<file path="config.mk">
export PLATFORM = sky130hd
export DESIGN_NAME = ostm_top
export DESIGN_NICKNAME = d
export VERILOG_FILES = /design/src/rtl/ostm_pkg.sv /design/src/rtl/ostm_counter.sv /design/src/rtl/ostm_cmp.sv /design/src/rtl/ostm_top.sv
export SDC_FILE = /design/constraint.sdc
export NUM_CORES = 1
export LEC_CHECK = 0
export BUFFER_PORTS_ARGS = -buffer_cell sky130_fd_sc_hd__buf_2
export CORE_MARGIN = 1.5
export CORE_UTILIZATION = 57
export CTS_BUF_LIST = sky130_fd_sc_hd__clkbuf_16
export CTS_CLUSTER_SIZE = 14
export DETAILED_ROUTE_END_ITERATION = 8
export GPL_ROUTABILITY_DRIVEN = 0
export PLACE_DENSITY_LB_ADDON = 0.1
export REMOVE_ABC_BUFFERS = 1
export SYNTH_ARGS = -nofsm -noshare
export SYNTH_HDL_FRONTEND = slang
export SYNTH_HIERARCHICAL = 1
export SYNTH_SLANG_ARGS = --single-unit
</file>
<file path="constraint.sdc">
create_clock -name clk -period 4.8 [get_ports clk]
set_clock_uncertainty 0.15 [all_clocks]
set_input_delay 0.48 -clock clk [delete_from_list [all_inputs] [get_ports clk]]
set_output_delay 0.48 -clock clk [all_outputs]
set_load 0.02 [all_outputs]
</file>
<file path="src/rtl/ostm_pkg.sv">
package ostm_pkg;
    localparam int unsigned CH_NUM_DEF  = 4;
    localparam int unsigned DATA_W_DEF  = 32;
    localparam int unsigned ADDR_W_DEF  = 8;
    localparam int unsigned IEN_W_DEF   = 12;
    localparam int unsigned MATCH_STEP  = 4;

    localparam logic [7:0] OFS_COUNT = 8'h10;
    localparam logic [7:0] OFS_STAT  = 8'h14;
    localparam logic [7:0] OFS_WARM  = 8'h18;
    localparam logic [7:0] OFS_IEN   = 8'h1C;
endpackage

</file>
<file path="src/rtl/ostm_counter.sv">
module ostm_counter #(
    parameter int unsigned DW = 32
) (
    input  logic          clk,
    input  logic          rst_n,
    input  logic          tick,
    input  logic          load,
    input  logic [DW-1:0] load_val,
    output logic [DW-1:0] cnt_q,
    output logic [DW-1:0] cnt_d,
    output logic          moved
);
    // A load outranks a tick; either one counts as the counter taking a value.
    always_comb begin
        cnt_d = cnt_q;
        moved = 1'b0;
        if (load) begin
            cnt_d = load_val;
            moved = 1'b1;
        end else if (tick) begin
            cnt_d = cnt_q + DW'(1);
            moved = 1'b1;
        end
    end

    always_ff @(posedge clk) begin
        if (!rst_n) cnt_q <= '0;
        else        cnt_q <= cnt_d;
    end
endmodule

</file>
<file path="src/rtl/ostm_cmp.sv">
module ostm_cmp #(
    parameter int unsigned DW  = 32,
    parameter int unsigned NCH = 4
) (
    input  logic                    moved,
    input  logic [DW-1:0]           cnt_next,
    input  logic [NCH-1:0][DW-1:0]  cmp_val,
    output logic [NCH-1:0]          hit
);
    // Compare against the value being taken, so the event lands on the same edge.
    for (genvar k = 0; k < NCH; k++) begin : g_cmp
        assign hit[k] = moved && (cnt_next == cmp_val[k]);
    end
endmodule

</file>
<file path="src/rtl/ostm_top.sv">
module ostm_top
    import ostm_pkg::*;
#(
    parameter int unsigned NCH   = CH_NUM_DEF,
    parameter int unsigned DW    = DATA_W_DEF,
    parameter int unsigned AW    = ADDR_W_DEF,
    parameter int unsigned IEN_W = IEN_W_DEF
) (
    input  logic           clk,
    input  logic           rst_n,
    input  logic           tick_en,
    input  logic           reg_wr,
    input  logic [AW-1:0]  reg_addr,
    input  logic [DW-1:0]  reg_wdata,
    output logic [DW-1:0]  reg_rdata,
    output logic [NCH-1:0] irq,
    output logic           wdog_rst_req
);
    localparam int unsigned WD_CH = NCH - 1;

    typedef struct packed {
        logic [NCH-1:0][DW-1:0] cmp;
        logic [NCH-1:0]         stat;
        logic [IEN_W-1:0]       ien;
        logic                   warm;
        logic                   rreq;
    } state_t;

    state_t s_d, s_q;

    logic          cnt_load;
    logic [DW-1:0] cnt_q, cnt_d;
    logic          cnt_moved;
    logic [NCH-1:0] hit;

    assign cnt_load = reg_wr && (reg_addr == AW'(OFS_COUNT));

    ostm_counter #(.DW(DW)) u_cnt (
        .clk      (clk),
        .rst_n    (rst_n),
        .tick     (tick_en),
        .load     (cnt_load),
        .load_val (reg_wdata),
        .cnt_q    (cnt_q),
        .cnt_d    (cnt_d),
        .moved    (cnt_moved)
    );

    ostm_cmp #(.DW(DW), .NCH(NCH)) u_cmp (
        .moved    (cnt_moved),
        .cnt_next (cnt_d),
        .cmp_val  (s_q.cmp),
        .hit      (hit)
    );

    always_comb begin
        s_d      = s_q;
        s_d.rreq = 1'b0;
        if (reg_wr) begin
            for (int k = 0; k < NCH; k++) begin
                if (reg_addr == AW'(k * MATCH_STEP)) s_d.cmp[k] = reg_wdata;
            end
            if (reg_addr == AW'(OFS_STAT)) s_d.stat = s_q.stat & ~reg_wdata[NCH-1:0];
            if (reg_addr == AW'(OFS_IEN))  s_d.ien  = reg_wdata[IEN_W-1:0];
            if (reg_addr == AW'(OFS_WARM)) s_d.warm = reg_wdata[0];
        end
        // New events are merged after the clear, so a simultaneous match survives.
        s_d.stat = s_d.stat | (hit & s_q.ien[NCH-1:0]);
        if (hit[WD_CH] && s_q.warm) begin
            s_d.rreq = 1'b1;
            s_d.warm = 1'b0;
        end
    end

    always_ff @(posedge clk) begin
        if (!rst_n) s_q <= '0;
        else        s_q <= s_d;
    end

    always_comb begin
        reg_rdata = '0;
        for (int k = 0; k < NCH; k++) begin
            if (reg_addr == AW'(k * MATCH_STEP)) reg_rdata = s_q.cmp[k];
        end
        if (reg_addr == AW'(OFS_COUNT)) reg_rdata = cnt_q;
        if (reg_addr == AW'(OFS_STAT))  reg_rdata = DW'(s_q.stat);
        if (reg_addr == AW'(OFS_WARM))  reg_rdata = DW'(s_q.warm);
        if (reg_addr == AW'(OFS_IEN))   reg_rdata = DW'(s_q.ien);
    end

    assign irq          = s_q.stat;
    assign wdog_rst_req = s_q.rreq;
endmodule

</file>
==> flow_summary.toml, run 1 <==
[timing]
maxSlewViolCount = 0
tns_ns = 0
hold_viol = 0
min_period_ns = 4.48
setup_violations = 0
slew_headroom_pct = 27.7
fmax_ghz = 0.223
fin_crit_sh_pct = 93.3
hold_ws_ns = 0.167
rsz0062_at_grt = "no"
worst_pin_slew_ns = 1.08
final.setup.worst_slack_ns = 0.323

[synthesis]
synthTopCellsByArea = "dfxtp_1 (35%), xor2_1 (11%), nand2_1 (10%)"
yosysSeqAreaShare_pct = 34.9
yosys_warnings = 6
yosysUniqueCellTypes = 58
syn_area_um2 = 10200
synthTopCellsByCount = "nand2_1 (276), dfxtp_1 (178), xor2_1 (125), a21boi_0 (72), nand3_1 (59)"
synth_top_area_share_pct = 34.9
synth-seq-cells = 178
synth-edff-count = 0
synthArstFlopShare_pct = 0
synthFlopType = "dfxtp_1"
yosys.cell_count.top_type = "nand2_1"
yosysTopAreaCell = "dfxtp_1"
syn_avg_cell_area_um2 = 8.44
postSynthCellCount = 1210

[final_layout]
finish.utilization_pct = 64.7
diodes = 0
syn2layout_area_growth_pct = 10.2
drive_above_1_share_pct = 14.7
finalNetCount = 1292

[floorplanning]
initial_core_util_pct = 58.6
fp.dieH_um = 137
rows = 48
dieArea_um2 = 18700
ioPinCount = 81
core_um2 = 17400
die_w_um = 137

[global_route]
grt_pass1_wl_um = 49800
grt_pass1_vias = 8421
overflow = 0
grt_max_degree = 101
gr-usage-all-layers_pct = 35.7
antenna_found_initial = 0

[setup_path]
r2r_slack_ns = 0.32
rr_worst_depth = 10
crit_type = "register to register"
start_kind = "register"
r2r_end = "irq[0]$_SDFF_PN0_"
worst-endpoint-required_ns = 5.01
startpoint = "u_cnt/cnt_q[15]$_SDFF_PN0_"
worstPathArrival_ns = 4.69
crit_path_end_kind = "register"
path_max_fanout = 16
r2r_start = "u_cnt/cnt_q[15]$_SDFF_PN0_"
cp-endpoint = "irq[0]$_SDFF_PN0_"

[placed_design]
io_buffers = 80
pre_cts_ws_ns = 0.414
dpl.hpwl_um = 22700

[pwr]
p_per_area_nw_per_um2 = 278
leakagePower_uw = 0.00469
ir_drop_uv = 321
total_power_uw = 3130

[clock_tree]
ctsResizeCount = 0
cts_hold_buf = 0
clk_pin_slew_worst_paths_ns = 0.07
cts_root_buf = "clkbuf_16"
cts_buffers = 17
cts_tree = "done"
clock-sinks = 178
ctsLongestPathBuffers = 2
clkLatencyLatePin_ns = 0.44
postCtsSetupRepairBufs = 0
htreeDepth = 4

[drt]
wirelength_um = 32900
avgRoutedWirePerCell_um = 22.2
drc = 0
routed-via-count = 9434
drtIter0Drc = 1024
firstDrtPassIters = 7
ant_nets = 0
routed_via_density = 6.35

[run]
drv_cap = 0

[status]
status = "completed"

[hold_path]
hold_path_class = "input pin to register"
-- worst min-delay path by stage --
stage / start / end / depth (start not counted)
floorplan: s_q[10]$_SDFFE_PN0P_ / s_q[10]$_SDFFE_PN0P_ / 2
global placement: s_q[11]$_SDFFE_PN0P_ / s_q[11]$_SDFFE_PN0P_ / 2
detailed placement: s_q[11]$_SDFFE_PN0P_ / s_q[11]$_SDFFE_PN0P_ / 2
CTS: reg_wdata[5] / s_q[87]$_SDFFE_PN0P_ / 3
global route: reg_wdata[5] / s_q[87]$_SDFFE_PN0P_ / 3
finish: reg_wdata[5] / s_q[87]$_SDFFE_PN0P_ / 3
-- cells in the final DEF (no fill, tap or decap), types with 5 or more instances in the layout --
cell type / instances
nor4b_1: 5
nor2b_1: 9
a22o_1: 18
nor2_1: 29
xnor2_1: 13
nor4_1: 32
nand2_1: 276
inv_1: 10
mux2i_1: 12
a22oi_1: 14
clkinv_2: 5
a21oi_1: 17
a311oi_1: 8
clkbuf_16: 17
xor2_1: 125
and2_1: 12
nand4_1: 12
a211oi_1: 10
a21boi_1: 30
a21boi_0: 72
and4_1: 7
or4_1: 13
buf_4: 26
nand3_1: 58
and3_1: 5
a31oi_1: 10
o21a_1: 5
nor3_1: 13
o31ai_1: 9
o21ai_0: 54
buf_2: 79
mux4_2: 30
dfxtp_1: 178
-- power by group --
group	internal [uW]	switching [uW]
Sequential	1480	12.3
Clock	709	624
Combinational	105	195
-- per-layer routing --
layer / wire [um] / GRT usage, %
met5: 0 / 0
met1: 14500 / 50.4
met4: 1070 / 13.9
met3: 2890 / 6.52
met2: 14500 / 54.0
-- through the flow --
step	instances	instance area, um^2
floorplan	1123	9830
global placement	1453	10700
detailed placement	1453	10700
CTS	1485	11300
global route	1485	11300
finish	1485	11300
-- worst max-delay path, stage by stage, from the launching register on --
cell      delay, ns
dfxtp_1        0.43
nand2_1        0.25
or4_1          0.85
or4_1          0.54
a31oi_1        0.48
xor2_1         0.25
nor4_1         0.64
nand4_1        0.16
nor3_1         0.41
nand2_1        0.09
a21boi_0       0.15
-- sequential cells by signal (all words and copies together), names as in the netlist --
name / cells
u_cnt/cnt_q: 32
wdog_rst_req: 1
irq: 4
s_q: 141
-- final cells by class --
class / count / area [um^2]
flip-flops and latches: 178 / 3560
clock inverters: 15 / 116
well taps: 225 / 282
clock buffers: 17 / 425
fillers: 1552 / 6160
repair buffers: 105 / 591
multi-input cells: 935 / 6250
inverters: 10 / 37.5
-- cell families after synthesis --
kind of cell	count (synthesis)	share of synthesized area (%)
compound gates	261	18.0
xor+xnor	138	11.8
fa+ha+maj	1	0.122
buf+inv	97	4.13
flops	178	34.9
mux	45	8.12
simple gates	490	22.9
Power figures use the tool's default switching activity.
==> run 2: changes to the inputs <==
==> constraint.sdc (replaced) <==
create_clock -name clk -period 4.8 [get_ports clk]
set_clock_uncertainty 0.15 [all_clocks]
set_input_delay 0.96 -clock clk [delete_from_list [all_inputs] [get_ports clk]]
set_output_delay 0.96 -clock clk [all_outputs]
set_load 0.02 [all_outputs]
==> run 2 against run 1 <==
  * Maximum frequency grew 0.39%
  * Utilization increased by 0.52 points
  * Sequential share of layout area down 0.25 points
  * Cell area increased by 0.80%
  * Critical endpoint is now irq[3]$_SDFF_PN0_
  * Flip-flop and latch count is the same
  * Critical path depth grew 2
  * Global-route usage increased by 0.74 points
  * Die area did not move
  * Final cell count up 0.20%
  * Non-clock buffer count grew 5
  * Highest routed layer unchanged
  * Total power is 2.1% higher
  * Critical path type is now input pin to register
==> flow_summary.toml, run 2 (synthesis results as in run 1) <==
[timing]
tns_ns = 0
min_period_ns = 4.46
setup_violations = 0
fmax_ghz = 0.224
hold_ws_ns = 0.327
final.setup.worst_slack_ns = 0.340
rsz0062_at_grt = "no"
maxSlewViolCount = 0
fin_crit_sh_pct = 92.9
worst_pin_slew_ns = 1.07
slew_headroom_pct = 28.7
hold_viol = 0

[floorplanning]
dieArea_um2 = 18700
die_w_um = 137
core_um2 = 17400
ioPinCount = 81
fp.dieH_um = 137
rows = 48
initial_core_util_pct = 58.6

[drt]
drc = 0
wirelength_um = 33500
firstDrtPassIters = 6
routed_via_density = 6.37
routed-via-count = 9484
drtIter0Drc = 1287
avgRoutedWirePerCell_um = 22.5
ant_nets = 0

[setup_path]
r2r_slack_ns = 0.36
start_kind = "input pin"
r2r_end = "irq[3]$_SDFF_PN0_"
critPathTopFamily = "simple AND/OR/NAND/NOR gates"
rr_worst_depth = 12
critPathSlowestCell = "or4_1"
crit_type = "input pin to register"
path_cells = "buf_2, nand4_4, or4_1, or4_1, a31oi_1, xor2_1, nor4_1, nand4_1, nor3_1, buf_4, and2_1, o21a_1"
cp_num_cells = 12
r2r_start = "u_cnt/cnt_q[0]$_SDFF_PN0_"
slowest_delay_ns = 0.66
path_max_fanout = 10
crit_buf_inv = 2
crit_path_end_kind = "register"
cp_common_cell = "or4_1"
worst-endpoint-required_ns = 5.02
worstPathArrival_ns = 4.68

[hold_path]
hold_depth = 2
whs_endpoint = "s_q[13]$_SDFFE_PN0P_"
hold_path_class = "register to register"
min-delay-start = "s_q[13]$_SDFFE_PN0P_"

[clock_tree]
clock-sinks = 178
ctsResizeCount = 0
postCtsSetupRepairBufs = 0
cts_root_buf = "clkbuf_16"
cts_tree = "done"
htreeDepth = 4
cts_buffers = 17
clkLatencyLatePin_ns = 0.43
cts_hold_buf = 0
ctsLongestPathBuffers = 2
clk_pin_slew_worst_paths_ns = 0.07

[final_layout]
largest_reg_flops = 141
regMostFlops = "s_q"
syn2layout_area_growth_pct = 11.1
finalNetCount = 1297
final_common_cell = "nand2_1"
final_cells = 1488
drive_above_1_share_pct = 14.7
layout_common_cells = "nand2_1 (276), dfxtp_1 (178), xor2_1 (125)"
diodes = 0

[global_route]
antenna_found_initial = 0
gr-usage-all-layers_pct = 36.4
grt_pass1_vias = 8655
grt_pass1_wl_um = 50700
grt_max_degree = 105
overflow = 0

[placed_design]
dpl.hpwl_um = 22700
pre_cts_ws_ns = 0.0862
io_buffers = 80
dp_cells = 1458

[pwr]
ir_drop_uv = 246
p_per_area_nw_per_um2 = 282
leakagePower_uw = 0.00473

[run]
drv_cap = 0

[status]
status = "completed"
run 2: worst min-delay path, delay by kind of cell (launching register included):
family             cells  cell delay, ns
and+or+nand+nor        1            0.06
AOI/OAI and AO/OA      1            0.06
DFF                    1            0.33
run 2: through the flow:
step	instance area, um^2	utilization, %	total power, uW
6_report	11400	65.2	3200
3_5_place_dp	10800	61.9	1820
2_1_floorplan	9830	-	1670
3_3_place_gp	10800	61.9	1820
4_1_cts	11400	65.2	3200
5_1_grt	11400	65.2	3280
run 2: where the power goes:
group / leakage [uW] / total, uW / switching, uW / internal [uW]
combinational: 0.00302 / 303 / 194 / 109
clock: 0.000276 / 1400 / 593 / 805
sequential: 0.00143 / 1500 / 13.4 / 1480
run 2: how the worst max path moves through the flow:
stage / endpoint / start / slack [ns]
after detailed placement: irq[3]$_SDFF_PN0_ / tick_en / 0.09
final: irq[3]$_SDFF_PN0_ / tick_en / 0.34
after floorplan: irq[1]$_SDFF_PN0_ / reg_addr[7] / -0.73
after global placement: s_q[1]$_SDFFE_PP0P_ / tick_en / 0.11
after CTS: irq[3]$_SDFF_PN0_ / tick_en / 0.49
after global routing: irq[3]$_SDFF_PN0_ / u_cnt/cnt_q[0]$_SDFF_PN0_ / 0.11
run 2: area by class of cell:
cell class | instances | area (um^2)
Clock buffer | 17 | 425
Clock inverter | 13 | 144
Sequential cell | 178 | 3560
Multi-Input combinational cell | 935 | 6250
Tap cell | 225 | 282
Inverter | 10 | 37.5
Fill cell | 1520 | 6070
Timing Repair Buffer | 110 | 653
run 2: per-layer routing:
layer	share of wire, %	wire length, um	vias to the layer above	global-route usage (%)
met2	44	14900	527	55.2
met3	9.1	3050	89	8.26
met4	3.7	1230	0	15.3
met1	43	14300	4501	49.9
li1	-	-	4367	-
met5	0	0	-	0
==> run 3: changes to the inputs <==
--- a/config.mk
+++ b/config.mk
@@ -5,6 +5,7 @@
 export SDC_FILE = /design/constraint.sdc
 export NUM_CORES = 1
 export LEC_CHECK = 0
+export ABC_AREA = 1
 export BUFFER_PORTS_ARGS = -buffer_cell sky130_fd_sc_hd__buf_2
 export CORE_MARGIN = 1.5
 export CORE_UTILIZATION = 57
==> run 3 against run 2 <==
  * Worst setup slack better by 0.37 ns
  * Sequential power hardly changed
  * Hold slack worse by 0.015 ns
  * Via count is 30% higher
  * Total power is 5.1% lower
  * Non-clock buffer count is 17 lower
  * Final cell count is 43% higher
  * Maximum frequency is 9.2% higher
  * First-iteration DRC count is 9.1% higher
  * Synthesized cell count is 50% higher
  * Critical path type unchanged
  * Critical endpoint is now s_q[1]$_SDFFE_PP0P_
  * Highest routed layer unchanged
==> flow_summary.toml, run 3 <==
[setup_path]
crit_type = "input pin to register"
crit_path_end_kind = "register"
worst-endpoint-required_ns = 4.98
start_kind = "input pin"
path_max_fanout = 28
worstPathArrival_ns = 4.27

[timing]
fmax_ghz = 0.245
hold_viol = 0
rsz0062_at_grt = "no"
maxSlewViolCount = 0
fin_crit_sh_pct = 85.1
worst_pin_slew_ns = 0.854
setup_violations = 0
slew_headroom_pct = 43.0
hold_ws_ns = 0.313
min_period_ns = 4.09

[final_layout]
largest_reg_flops = 141
diodes = 0
drive_above_1_share_pct = 13.0
regMostFlops = "s_q"
finalNetCount = 1893
finalInstanceArea_um2 = 12000
layout_common_cells = "nand2_1 (574), nor2_1 (332), dfxtp_1 (178)"
finish.utilization_pct = 63.8
final_common_cell = "nand2_1"
fill_cells = 1822
syn2layout_area_growth_pct = 8.81

[hold_path]
hold_path_class = "register to register"

[global_route]
overflow = 0
gr-usage-all-layers_pct = 40.1
grt_pass1_wl_um = 61300
antenna_found_initial = 0
grt_pass1_vias = 10900
grt_max_degree = 88

[synthesis]
synthArstFlopShare_pct = 0
synthFlopType = "dfxtp_1"
synth-edff-count = 0
syn_avg_cell_area_um2 = 6.09
postSynthCellCount = 1813
synth-seq-cells = 178
yosys_warnings = 6
yosysTopAreaCell = "dfxtp_1"
synth_top_area_share_pct = 32.3
syn_area_um2 = 11000
synthTopCellsByArea = "dfxtp_1 (32%), nand2_1 (20%), nor2_1 (11%)"
synthTopCellsByCount = "nand2_1 (575), nor2_1 (333), dfxtp_1 (178), o21ai_0 (122), inv_1 (114)"
yosysUniqueCellTypes = 41
yosys.cell_count.top_type = "nand2_1"
yosysSeqAreaShare_pct = 32.3

[status]
status = "completed"

[clock_tree]
clock-sinks = 178
clk_pin_slew_worst_paths_ns = 0.07
cts_tree = "done"
postCtsSetupRepairBufs = 0
ctsLongestPathBuffers = 2
clkLatencyLatePin_ns = 0.45
cts_buffers = 17
ctsResizeCount = 0
cts_root_buf = "clkbuf_16"
cts_hold_buf = 0
htreeDepth = 4

[floorplanning]
dieArea_um2 = 20200
rows = 50
fp.dieH_um = 142
initial_core_util_pct = 58.6
ioPinCount = 81
die_w_um = 142
core_um2 = 18800

[drt]
routed_via_density = 5.82
firstDrtPassIters = 8
drc = 0
drtIter0Drc = 1404
avgRoutedWirePerCell_um = 18.9
ant_nets = 0
routed-via-count = 12300
wirelength_um = 40000

[run]
drv_cap = 0

[placed_design]
dpl.hpwl_um = 28200
place_area_um2 = 11400
io_buffers = 80

[pwr]
leakagePower_uw = 0.00555
p_per_area_nw_per_um2 = 253
total_power_uw = 3040
ir_drop_uv = 227
run 3: power breakdown:
group / total (uW) / internal [uW] / switching, uW
clock network: 1370 / 686 / 684
registers: 1490 / 1480 / 6.95
logic: 179 / 50.4 / 128
total: 3040 / 2220 / 819
run 3: kinds of logic (layout without fill, tap and decap cells):
| group | count (synthesis) | count (layout) | share of synthesized area, % |
|---|---|---|---|
| fa+ha+maj | 1 | 1 | 0.113 |
| xor+xnor | 37 | 37 | 2.94 |
| compound gates | 265 | 265 | 13.4 |
| flops | 178 | 178 | 32.3 |
| buf+inv | 237 | 285 | 9.29 |
| simple gates | 1095 | 1095 | 42.0 |
run 3: final timing paths:
check                                          startpoint             endpoint  slack [ns]  depth (start not counted)
worst max register to register  u_cnt/cnt_q[1]$_SDFF_PN0_  s_q[1]$_SDFFE_PP0P_        1.32                         14
worst max-delay path                          reg_addr[7]  s_q[1]$_SDFFE_PP0P_        0.71                         18
worst min register to register        s_q[8]$_SDFFE_PN0P_  s_q[8]$_SDFFE_PN0P_        0.31                          2
worst min-delay path                  s_q[8]$_SDFFE_PN0P_  s_q[8]$_SDFFE_PN0P_        0.31                          2
run 3: critical path: stages:
cell,delay [ns]
buf_2,0.10
nor2_1,0.14
nand2_1,0.11
nor2_4,0.19
nand2_2,0.08
nor2_2,0.13
buf_4,0.41
nor2_1,0.09
o21ai_0,0.25
nand2_1,0.32
xnor2_1,0.45
nand2_1,0.13
nor2_1,0.14
nand3_1,0.18
nor2_1,0.27
inv_1,0.09
o21ai_0,0.17
a21oi_1,0.06
run 3: per-stage QoR:
stage / setup WS [ns] / setup TNS (ns) / instances
6_report: 0.714 / 0 / 2121
5_1_grt: 0.662 / 0 / 2121
4_1_cts: 0.866 / 0 / 2121
3_5_place_dp: 0.472 / 0 / 2089
3_3_place_gp: 0.542 / 0 / 2089
2_1_floorplan: -0.595 / -2.90 / 1736
run 3: final cells by class:
cell class / count / area, um^2 / area share [%]
inverters: 160 / 603 / 5.02
flip-flops and latches: 178 / 3560 / 29.7
clock buffers: 17 / 425 / 3.54
clock inverters: 15 / 138 / 1.15
repair buffers: 93 / 500 / 4.17
multi-input cells: 1398 / 6450 / 53.7
well taps: 260 / 325 / 2.71
run 3: layer usage:
metal / up-vias / part of all wire, % / global-route usage (%)
met4: 0 / 4.2 / 17.3
met1: 5650 / 41 / 53.4
li1: 5803 / - / -
met5: - / 0 / 0
met2: 781 / 43 / 62.1
met3: 114 / 12 / 9.59
